--- src/rtl/fcs_pkg.sv ---
package fcs_pkg;
  typedef enum logic [1:0] {
    OP_NONE  = 2'd0,
    OP_PROG  = 2'd1,
    OP_BUF   = 2'd2,
    OP_ERASE = 2'd3
  } arr_op_t;

  typedef enum logic [2:0] {
    S_IDLE, S_PGM, S_BCNT, S_BDAT, S_BCONF, S_ECONF, S_LCONF, S_BUSY
  } seq_state_t;

  localparam logic [7:0] C_PROG_A   = 8'h40;
  localparam logic [7:0] C_PROG_B   = 8'h10;
  localparam logic [7:0] C_BUFWR    = 8'hE8;
  localparam logic [7:0] C_ERASE    = 8'h20;
  localparam logic [7:0] C_LOCKSET  = 8'h60;
  localparam logic [7:0] C_CONFIRM  = 8'hD0;
  localparam logic [7:0] C_BLKLOCK  = 8'h01;
  localparam logic [7:0] C_MASTER   = 8'hF1;
  localparam logic [7:0] C_CLRSTAT  = 8'h50;
  localparam logic [7:0] C_RDARRAY  = 8'hFF;
  localparam logic [7:0] C_RDSTAT   = 8'h70;
  localparam logic [7:0] C_RDID     = 8'h90;
  localparam logic [7:0] C_QUERY    = 8'h98;

  localparam int SB_READY = 7;
  localparam int SB_ERASE = 5;
  localparam int SB_PROG  = 4;
  localparam int SB_LOCK  = 1;
endpackage

--- src/rtl/fcs_strobe_capture.sv ---
module fcs_strobe_capture #(
  parameter int ADDR_W = 23,
  parameter int DATA_W = 16
) (
  input  logic              clk,
  input  logic              rst,
  input  logic              wr_stb,
  input  logic [ADDR_W-1:0] wr_addr,
  input  logic [DATA_W-1:0] wr_data,
  output logic              evt,
  output logic [ADDR_W-1:0] ev_addr,
  output logic [DATA_W-1:0] ev_data
);
  logic stb_q;

  always_ff @(posedge clk) begin
    if (rst) begin
      stb_q   <= 1'b0;
      evt     <= 1'b0;
      ev_addr <= '0;
      ev_data <= '0;
    end else begin
      stb_q <= wr_stb;
      evt   <= wr_stb & ~stb_q;
      if (wr_stb && !stb_q) begin
        ev_addr <= wr_addr;
        ev_data <= wr_data;
      end
    end
  end
endmodule

--- src/rtl/fcs_wbuf.sv ---
module fcs_wbuf #(
  parameter int DEPTH  = 32,
  parameter int DATA_W = 16,
  localparam int AW    = $clog2(DEPTH)
) (
  input  logic              clk,
  input  logic              we,
  input  logic [AW-1:0]     waddr,
  input  logic [DATA_W-1:0] wdata,
  input  logic [AW-1:0]     raddr,
  output logic [DATA_W-1:0] rdata
);
  logic [DATA_W-1:0] mem [DEPTH];

  always_ff @(posedge clk) begin
    if (we) mem[waddr] <= wdata;
    rdata <= mem[raddr];
  end
endmodule

--- src/rtl/fcs_lock_bank.sv ---
module fcs_lock_bank #(
  parameter int NBLK  = 64,
  localparam int BLK_W = $clog2(NBLK)
) (
  input  logic             clk,
  input  logic             rst,
  input  logic             set_en,
  input  logic [BLK_W-1:0] set_idx,
  input  logic             clr_all,
  input  logic             mset,
  output logic [NBLK-1:0]  locks,
  output logic             master
);
  for (genvar b = 0; b < NBLK; b++) begin : g_bit
    always_ff @(posedge clk) begin
      if (rst)                                 locks[b] <= 1'b0;
      else if (clr_all)                        locks[b] <= 1'b0;
      else if (set_en && set_idx == BLK_W'(b)) locks[b] <= 1'b1;
    end
  end

  always_ff @(posedge clk) begin
    if (rst)       master <= 1'b0;
    else if (mset) master <= 1'b1;
  end
endmodule

--- src/rtl/flash_cmd_seq.sv ---
module flash_cmd_seq
  import fcs_pkg::*;
#(
  parameter int ADDR_W    = 23,
  parameter int NBLK      = 64,
  parameter int BUF_WORDS = 16,
  localparam int BLK_W    = $clog2(NBLK),
  localparam int IDX_W    = $clog2(2 * BUF_WORDS)
) (
  input  logic              clk,
  input  logic              rst,
  input  logic              wr_stb,
  input  logic [ADDR_W-1:0] wr_addr,
  input  logic [15:0]       wr_data,
  input  logic              word_mode,
  input  logic              hv_reset,
  output logic [7:0]        status_o,
  output logic [NBLK-1:0]   lock_o,
  output logic              master_lock_o,
  output logic              arr_req,
  output logic [1:0]        arr_op,
  output logic [ADDR_W-1:0] arr_addr,
  output logic [15:0]       arr_data,
  output logic [IDX_W-1:0]  arr_len,
  input  logic [IDX_W-1:0]  arr_buf_idx,
  output logic [15:0]       arr_buf_rdata,
  input  logic              arr_done
);
  localparam logic [15:0] MAX_WORD = 16'(BUF_WORDS - 1);
  localparam logic [15:0] MAX_BYTE = 16'(2 * BUF_WORDS - 1);

  logic              evt;
  logic [ADDR_W-1:0] ev_addr;
  logic [15:0]       ev_data;

  fcs_strobe_capture #(.ADDR_W(ADDR_W), .DATA_W(16)) u_cap (
    .clk(clk), .rst(rst), .wr_stb(wr_stb), .wr_addr(wr_addr), .wr_data(wr_data),
    .evt(evt), .ev_addr(ev_addr), .ev_data(ev_data)
  );

  seq_state_t        state;
  logic [IDX_W-1:0]  idx, len_q;
  logic [ADDR_W-1:0] base_q;
  logic              err_e, err_p, err_lk;
  logic              req_q;
  arr_op_t           op_q;
  logic [ADDR_W-1:0] addr_q;
  logic [15:0]       data_q;

  // command decode and data shaping
  logic [7:0]  cmd;
  logic [15:0] bus_val;
  logic [15:0] cnt_max;
  logic [BLK_W-1:0] ev_blk, base_blk;
  logic        ev_locked, base_locked, lk_ok;
  logic        lk_set, lk_clr, lk_mset, buf_we;

  assign cmd      = ev_data[7:0];
  assign bus_val  = word_mode ? ev_data : {8'h00, ev_data[7:0]};
  assign cnt_max  = word_mode ? MAX_WORD : MAX_BYTE;
  assign ev_blk   = ev_addr[ADDR_W-1 -: BLK_W];
  assign base_blk = base_q[ADDR_W-1 -: BLK_W];
  assign ev_locked   = lock_o[ev_blk] & ~hv_reset;
  assign base_locked = lock_o[base_blk] & ~hv_reset;
  assign lk_ok    = ~master_lock_o | hv_reset;
  assign buf_we   = evt && (state == S_BDAT);

  always_comb begin
    lk_set  = 1'b0;
    lk_clr  = 1'b0;
    lk_mset = 1'b0;
    if (evt && state == S_LCONF) begin
      case (cmd)
        C_BLKLOCK: lk_set  = lk_ok;
        C_MASTER:  lk_mset = hv_reset;
        C_CONFIRM: lk_clr  = lk_ok;
        default: ;
      endcase
    end
  end

  fcs_lock_bank #(.NBLK(NBLK)) u_locks (
    .clk(clk), .rst(rst), .set_en(lk_set), .set_idx(ev_blk),
    .clr_all(lk_clr), .mset(lk_mset), .locks(lock_o), .master(master_lock_o)
  );

  fcs_wbuf #(.DEPTH(2 * BUF_WORDS), .DATA_W(16)) u_buf (
    .clk(clk), .we(buf_we), .waddr(idx), .wdata(bus_val),
    .raddr(arr_buf_idx), .rdata(arr_buf_rdata)
  );

  always_ff @(posedge clk) begin
    if (rst) begin
      state  <= S_IDLE;
      idx    <= '0;
      len_q  <= '0;
      base_q <= '0;
      err_e  <= 1'b0;
      err_p  <= 1'b0;
      err_lk <= 1'b0;
      req_q  <= 1'b0;
      op_q   <= OP_NONE;
      addr_q <= '0;
      data_q <= '0;
    end else begin
      req_q <= 1'b0;
      case (state)
        S_IDLE: if (evt) begin
          case (cmd)
            C_PROG_A, C_PROG_B: state <= S_PGM;
            C_BUFWR:            state <= S_BCNT;
            C_ERASE:            state <= S_ECONF;
            C_LOCKSET:          state <= S_LCONF;
            C_CLRSTAT: begin
              err_e  <= 1'b0;
              err_p  <= 1'b0;
              err_lk <= 1'b0;
            end
            C_RDARRAY, C_RDSTAT, C_RDID, C_QUERY: ;
            default: begin
              err_e <= 1'b1;
              err_p <= 1'b1;
            end
          endcase
        end
        S_PGM: if (evt) begin
          if (ev_locked) begin
            err_p  <= 1'b1;
            err_lk <= 1'b1;
            state  <= S_IDLE;
          end else begin
            req_q  <= 1'b1;
            op_q   <= OP_PROG;
            addr_q <= ev_addr;
            data_q <= bus_val;
            state  <= S_BUSY;
          end
        end
        S_BCNT: if (evt) begin
          if ((word_mode ? ev_data : bus_val) > cnt_max) begin
            err_e <= 1'b1;
            err_p <= 1'b1;
            state <= S_IDLE;
          end else begin
            len_q  <= bus_val[IDX_W-1:0];
            base_q <= ev_addr;
            idx    <= '0;
            state  <= S_BDAT;
          end
        end
        S_BDAT: if (evt) begin
          idx <= idx + 1'b1;
          if (idx == len_q) state <= S_BCONF;
        end
        S_BCONF: if (evt) begin
          if (cmd != C_CONFIRM) begin
            err_e <= 1'b1;
            err_p <= 1'b1;
            state <= S_IDLE;
          end else if (base_locked) begin
            err_p  <= 1'b1;
            err_lk <= 1'b1;
            state  <= S_IDLE;
          end else begin
            req_q  <= 1'b1;
            op_q   <= OP_BUF;
            addr_q <= base_q;
            state  <= S_BUSY;
          end
        end
        S_ECONF: if (evt) begin
          if (cmd != C_CONFIRM) begin
            err_e <= 1'b1;
            err_p <= 1'b1;
            state <= S_IDLE;
          end else if (ev_locked) begin
            err_e  <= 1'b1;
            err_lk <= 1'b1;
            state  <= S_IDLE;
          end else begin
            req_q  <= 1'b1;
            op_q   <= OP_ERASE;
            addr_q <= ev_addr;
            state  <= S_BUSY;
          end
        end
        S_LCONF: if (evt) begin
          case (cmd)
            C_BLKLOCK: if (!lk_ok)    err_p <= 1'b1;
            C_MASTER:  if (!hv_reset) err_p <= 1'b1;
            C_CONFIRM: if (!lk_ok)    err_e <= 1'b1;
            default: begin
              err_e <= 1'b1;
              err_p <= 1'b1;
            end
          endcase
          state <= S_IDLE;
        end
        S_BUSY: if (arr_done) state <= S_IDLE;
        default: state <= S_IDLE;
      endcase
    end
  end

  assign arr_req  = req_q;
  assign arr_op   = op_q;
  assign arr_addr = addr_q;
  assign arr_data = data_q;
  assign arr_len  = len_q;
  assign status_o = {(state != S_BUSY), 1'b0, err_e, err_p, 2'b00, err_lk, 1'b0};
endmodule

--- config.mk ---
export PLATFORM = sky130hd
export DESIGN_NAME = flash_cmd_seq
export DESIGN_NICKNAME = d
export VERILOG_FILES = /design/src/rtl/fcs_pkg.sv /design/src/rtl/fcs_strobe_capture.sv /design/src/rtl/fcs_wbuf.sv /design/src/rtl/fcs_lock_bank.sv /design/src/rtl/flash_cmd_seq.sv
export SDC_FILE = /design/constraint.sdc
export NUM_CORES = 1
export LEC_CHECK = 0
export CORE_ASPECT_RATIO = 1.1
export CORE_MARGIN = 1
export CORE_UTILIZATION = 35
export CTS_BUF_LIST = sky130_fd_sc_hd__clkbuf_4 sky130_fd_sc_hd__clkbuf_8 sky130_fd_sc_hd__clkbuf_16
export CTS_CLUSTER_DIAMETER = 150
export DETAILED_ROUTE_END_ITERATION = 10
export DONT_BUFFER_PORTS = 1
export PLACE_DENSITY = 0.58
export RECOVER_POWER = 50
export SETUP_SLACK_MARGIN = 0.2
export SYNTH_ARGS = -nofsm -noshare
export SYNTH_HDL_FRONTEND = slang
export SYNTH_SLANG_ARGS = --single-unit
--- constraint.sdc ---
create_clock -name clk -period 6.4 [get_ports clk]
set_input_delay 0.96 -clock clk [delete_from_list [all_inputs] [get_ports clk]]
set_output_delay 0.96 -clock clk [all_outputs]
set_load 0.01 [all_outputs]
==> flow_metrics.py, run 1 <==
metrics = {
    "cts": {
        "cts_buffer_depth": 3,
        "cts_made_buffers": 77,
        "h-tree-depth": 3,
        "cts_tree": "done",
        "cts_sinks": 715,
        "clk_pin_slew_ns": 0.06,
        "root_buffer": "clkbuf_16",
        "cts_resized": 0,
        "postCtsHoldBufs": 0,
        "worstSkewPairLatency_ns": 0.63,
        "cts_setup_buffers": 0,
    },
    "power": {
        "sw_frac_of_total_pct": 22.5,
        "power_frac_seq_pct": 49.9,
        "leakage_nw": 10.2,
        "power_frac_comb_pct": 5.7,
        "p_per_area_nw_per_um2": 315,
        "total_power_w": 0.0103,
        "peakVddDrop_v": 0.000211,
        "switchingPower_w": 0.00231,
        "clkPwrFrac_pct": 44.4,
        "p_int_w": 0.00794,
    },
    "status": {
        "status": "finished with violations",
        "violations": "max-capacitance violations, max-slew violations",
    },
    "floorplan": {
        "die_x_um": 276,
        "ios": 186,
        "core_um2": 80900,
        "die_area_um2": 83400,
        "initial_core_util_pct": 35.6,
        "die_y_um": 303,
        "rows": 109,
    },
    "yosys": {
        "synth_seq_cells": 715,
        "synth_flop_cell": "edfxtp_1",
        "synth_cell_type_count": 61,
        "synth_top_family_by_area": "multiplexers",
        "syn_area_per_cell_um2": 15.5,
        "synth_fa_ha_area_share_pct": 0.217,
        "yosysWarningCount": 0,
        "synthMuxAreaShare_pct": 17.1,
        "async_flop_share_pct": 0,
        "synth_seq_area_share_pct": 67.5,
        "syn-cell-area_um2": 28800,
        "syn_inst": 1864,
        "yosys.area_share.simple_pct": 6.93,
        "yosys.area_share.xor_xnor_pct": 0.304,
        "synth_edf_count": 512,
        "synth-compound-area-share_pct": 5.46,
    },
    "place": {
        "port_buffers": 0,
        "dp_cells": 2840,
        "dp_slack_ns": 2.38,
        "gp_congestion": 0.897,
        "dpl.hpwl_um": 46800,
    },
    "finish": {
        "finalNonFillerCells": 2983,
        "nNetsFinal": 1920,
        "area_growth_pct": 12.9,
        "drive_gt1_share_pct": 20.8,
        "n_antenna_cell": 0,
        "final_core_util_pct": 40.2,
    },
    "timing": {
        "finalHoldViolCount": 0,
        "relSlewSlack_pct": -44.2,
        "slew_viol_final": 641,
        "fin_crit_sh_pct": 70.3,
        "rsz0062_at_grt": "no",
        "setup_violations": 0,
        "fin_setup_tns_ns": 0,
        "worst_pin_slew_ns": 2.16,
        "min_period_ns": 4.50,
        "max_freq_mhz": 222,
        "skew_ns": 0.0383,
        "fin_ws_ns": 1.90,
    },
    "drt": {
        "drtPass1Iterations": 5,
        "vias": 16346,
        "via_per_inst": 5.48,
        "ant_nets": 0,
        "wl_per_cell_um": 25.3,
        "drtIter0Drc": 1519,
        "routed_wl_um": 75500,
        "drc": 0,
    },
    "grt": {
        "grt_pass1_wl_um": 111000,
        "antenna_found_initial": 0,
        "grtUsageTotal_pct": 18.2,
        "overflow": 0,
        "grt_pass1_vias": 16558,
        "grt_max_degree": 129,
    },
    "setup_path": {
        "cp-start-kind": "register",
        "worst_ep_arrival_time_ns": 5.04,
        "worst_setup_path_end_kind": "register",
        "critPathRequiredTime_ns": 6.94,
        "worstSetupPathType": "reg2reg",
        "path_max_fanout": 39,
    },
    "job": {
        "maxCapViolCount": 17,
    },
    "hold_path": {
        "holdCritPathClass": "in2reg",
    },
}
-- final cells by class --
cell class	count	area (µm²)
Clock buffer	100	2140
Clock inverter	43	495
Fill cell	7310	48300
Inverter	32	120
Multi-Input combinational cell	986	8670
Sequential cell	715	19400
Tap cell	1054	1320
Timing Repair Buffer	53	342
-- sequential cells by signal (all words and copies together) (netlist names), 2 cells and up --
register       count
u_buf.mem        512
arr_len            5
arr_addr          23
u_buf.rdata       16
arr_op             2
u_cap.ev_data     16
u_locks.locks     64
state              3
base_q            23
idx                5
u_cap.ev_addr     23
arr_data          16
-- cells in the final DEF, fill, tap and decap left out, drive strengths merged, types with 13 or more instances in the layout --
cell and instances:
a211oi 51, a21oi 146, a22oi 17, and2 13
buf 38, clkbuf 115, clkinv 29, dfxtp 203
edfxtp 512, inv 36, mux2 39, mux2i 67
mux4 169, nand2 178, nand2b 14, nand3 15
nor2 151, nor3 26
-- cell families after synthesis --
family	count (synthesis)
mux	275
other cells	1
compound gates	244
simple gates	448
buf+inv	166
xor+xnor	10
flops	715
fa+ha+maj	5
-- worst max-delay path: stages, from the launching register on --
cell       delay (ns)
dfxtp_1          0.30
clkbuf_1         1.30
nor4b_2          0.27
nand3_1          0.25
a2111oi_0        0.09
a2111oi_0        0.42
nand4_1          0.21
nor4_4           0.80
buf_4            0.35
a211oi_1         0.11
a211oi_2         0.28
-- final timing paths --
path / startpoint / cells past startpoint / slack [ns] / to
setup / recovery: u_cap.ev_data[1] / 10 / 1.90 / arr_addr[19]
hold / removal: rst / 1 / 0.40 / arr_data[12]
setup reg to reg: u_cap.ev_data[1] / 10 / 1.90 / arr_addr[19]
hold reg to reg: base_q[12] / 2 / 0.45 / base_q[12]
-- routing by layer --
metal / GRT usage, % / vias to the layer above / wire (µm)
met5: 0 / - / 0
met4: 6.17 / 0 / 2040
met3: 5.05 / 123 / 6040
met2: 30.0 / 619 / 37000
met1: 22.9 / 8461 / 30400
li1: - / 7143 / -
-- cells in the mapped netlist, types with 8 or more instances --
master | n | area share (%)
a211oi_1 | 32 | 0.83
a211oi_2 | 19 | 0.83
a21oi_1 | 146 | 2.5
a22oi_1 | 17 | 0.44
and2_1 | 13 | 0.28
buf_1 | 25 | 0.33
buf_2 | 10 | 0.17
buf_4 | 10 | 0.26
clkbuf_1 | 80 | 1.0
dfxtp_1 | 203 | 14
edfxtp_1 | 512 | 53
inv_1 | 31 | 0.40
mux2_2 | 39 | 1.5
mux2i_1 | 67 | 2.3
mux4_2 | 169 | 13
nand2_1 | 178 | 2.3
nand2b_1 | 14 | 0.30
nand3_1 | 15 | 0.26
nand4_1 | 11 | 0.24
nor2_1 | 151 | 2.0
nor2b_1 | 8 | 0.17
nor3_1 | 26 | 0.45
xor2_1 | 8 | 0.24
-- stage by stage --
stage	instance area, µm²	hold WS (ns)
finish	32500	0.399
global route	32500	0.369
CTS	32600	0.362
detailed placement	30000	0.441
global placement	30000	0.434
floorplan	28800	0.406
-- power groups by stage --
| stage | combinational (W) | sequential (W) | clock, W |
|---|---|---|---|
| after global routing | 0.000639 | 0.00512 | 0.00483 |
| after global placement | 0.000579 | 0.00521 | 0 |
| after detailed placement | 0.000590 | 0.00521 | 0 |
| after floorplan | 0.000537 | 0.00515 | 0 |
| after CTS | 0.000592 | 0.00511 | 0.00465 |
| final | 0.000589 | 0.00512 | 0.00455 |
Power figures use the tool's default switching activity.
==> run 2: changes to the inputs <==
clock period = 4.6 ns   (was 6.4 ns; I/O delays follow)
==> run 2 against run 1 <==
Effect of this change:
- worst setup slack worse by 1.3 ns
- critical path depth increased by 1
- total power rose by 36%
- largest cell class unchanged
- via count fell by 0.93%
- clock skew rose by 0.036 ns
- first-iteration DRC count is 9.5% lower
- utilization decreased by 0.16 points
- highest routed layer unchanged
- non-clock buffer count is 5 higher
- worst hold slack worse by 0.26 ns
- cell area is 0.40% lower
- the run still ends with max-capacitance violations, max-slew violations left
- final cell count decreased by 0.27%
- critical endpoint is now arr_addr[17]
- clock power rose by 31%
==> flow_metrics.py, run 2 (same netlist as run 1, synthesis figures left out) <==
metrics = {
    "finish": {
        "regMostFlops": "u_buf.mem",
        "final_common_cell": "edfxtp_1",
        "largest_register_ffs": 512,
        "area_growth_pct": 12.5,
        "n_antenna_cell": 0,
        "final_core_util_pct": 40.1,
        "reg_top3": "u_buf.mem x512, u_locks.locks x64",
        "most-common-layout-cells": "edfxtp_1, dfxtp_1, nand2_1",
        "nNetsFinal": 1922,
        "finalNonFillerCells": 2975,
        "drive_gt1_share_pct": 20.5,
    },
    "drt": {
        "routed_wl_um": 74300,
        "ant_nets": 0,
        "drc": 0,
        "vias": 16194,
        "via_per_inst": 5.44,
        "drtPass1Iterations": 5,
        "drtIter0Drc": 1374,
        "wl_per_cell_um": 25.0,
    },
    "grt": {
        "antenna_found_initial": 2,
        "grt_use_met1_pct": 22.4,
        "grtUsageTotal_pct": 17.9,
        "overflow": 0,
        "grt_max_degree": 129,
        "met2_usage_pct": 29.7,
        "busiest_layer": "met2",
        "grt_pass1_vias": 16479,
        "met3_usage_pct": 4.70,
        "grt_pass1_wl_um": 110000,
    },
    "setup_path": {
        "cp-start-kind": "register",
        "r2r_setup_slack_ns": 0.59,
        "worst_setup_path_end_kind": "register",
        "critPathRequiredTime_ns": 5.09,
        "worstSetupPathType": "reg2reg",
        "crit_path_max_incr_delay_ns": 1.19,
        "path_cells": "clkbuf_1 -> and4bb_2 -> nand3_1 -> a2111oi_0 -> a2111oi_0 -> nand4_1 -> nor4_4 -> buf_4 -> buf_4 -> a211oi_1 -> a211oi_2",
        "worst_ep_arrival_time_ns": 4.50,
        "cpMaxStageDelayCell": "clkbuf_1",
        "path_max_fanout": 38,
    },
    "timing": {
        "min_period_ns": 4.01,
        "fin_crit_sh_pct": 87.2,
        "fin_setup_tns_ns": 0,
        "setup_violations": 0,
        "finalHoldViolCount": 0,
        "max_freq_mhz": 249,
        "skew_ns": 0.0739,
        "slew_viol_final": 353,
        "fin_hold_ws_ns": 0.136,
        "rsz0062_at_grt": "no",
        "relSlewSlack_pct": -105,
        "worst_pin_slew_ns": 3.08,
    },
    "floorplan": {
        "initial_core_util_pct": 35.6,
        "die_area_um2": 83400,
        "rows": 109,
        "die_y_um": 303,
        "core_um2": 80900,
        "ios": 186,
        "die_x_um": 276,
    },
    "power": {
        "peakVddDrop_v": 0.000287,
        "p_per_area_nw_per_um2": 430,
        "total_power_w": 0.0139,
        "leakage_nw": 10.1,
    },
    "status": {
        "violations": "max-capacitance violations, max-slew violations",
        "status": "finished with violations",
    },
    "place": {
        "dp_cells": 2845,
        "port_buffers": 0,
        "gp_congestion": 0.899,
        "dpl.hpwl_um": 46700,
    },
    "cts": {
        "cts_setup_buffers": 0,
        "cts_buffer_depth": 3,
        "cts_made_buffers": 74,
        "cts_tree": "done",
        "h-tree-depth": 3,
        "clk_pin_slew_ns": 0.06,
        "root_buffer": "clkbuf_16",
        "cts_resized": 0,
        "cts_sinks": 715,
        "postCtsHoldBufs": 0,
        "worstSkewPairLatency_ns": 0.64,
    },
    "hold_path": {
        "holdCritPathClass": "in2reg",
    },
    "job": {
        "maxCapViolCount": 10,
    },
}
## run 2: changes by cell type in the layout (fill, tap and decap cells not counted), moves of 2 or more
cell       delta
clkbuf_16     -2
clkinv_2      -8
clkinv_1      +2
mux2_1        +3
buf_4         +9
clkbuf_1      -4
mux2_2        -3
bufinv_16     -3
clkbuf_4      -2
## run 2: area by class of cell
class | instances | area, µm²
tap | 1054 | 1320
fill | 7370 | 48500
clock buffer | 96 | 2070
sequential | 715 | 19400
clock inverter | 34 | 383
timing repair buffer | 58 | 394
multi-input combinational | 986 | 8670
inverter | 32 | 120
## run 2: worst paths after layout
| kind | end | cells past startpoint | startpoint |
|---|---|---|---|
| min | arr_data[6] | 1 | rst |
| max | arr_addr[17] | 11 | u_cap.ev_data[6] |
| max reg2reg | arr_addr[17] | 11 | u_cap.ev_data[6] |
| min reg2reg | u_cap.evt | 1 | u_cap.stb_q |
## run 2: through the flow
stage | worst slack (ns) | area (µm²)
2_1_floorplan | 1.48 | 28800
3_3_place_gp | 1.17 | 30000
3_5_place_dp | 1.01 | 30000
4_1_cts | 0.982 | 32400
5_1_grt | 0.349 | 32400
6_report | 0.590 | 32400
## run 2: worst max-delay path, delay by kind of cell, from the launching register on
kind                   cells  cell delay (ns)
AOI/OAI and AO/OA          4             1.01
buffers and inverters      3             1.61
DFF                        1             0.36
and+or+nand+nor            4             0.87
## run 2: metal layers
layer	share of wire, %	up-vias
met5	0	-
met1	40	8343
li1	-	7144
met3	7.7	122
met2	49	585
met4	3.3	0
## run 2: report_power, final
group,switching (W),internal [W],total (W)
combinational,0.000465,0.000368,0.000833
sequential,0.000150,0.00696,0.00711
clock,0.00254,0.00344,0.00598
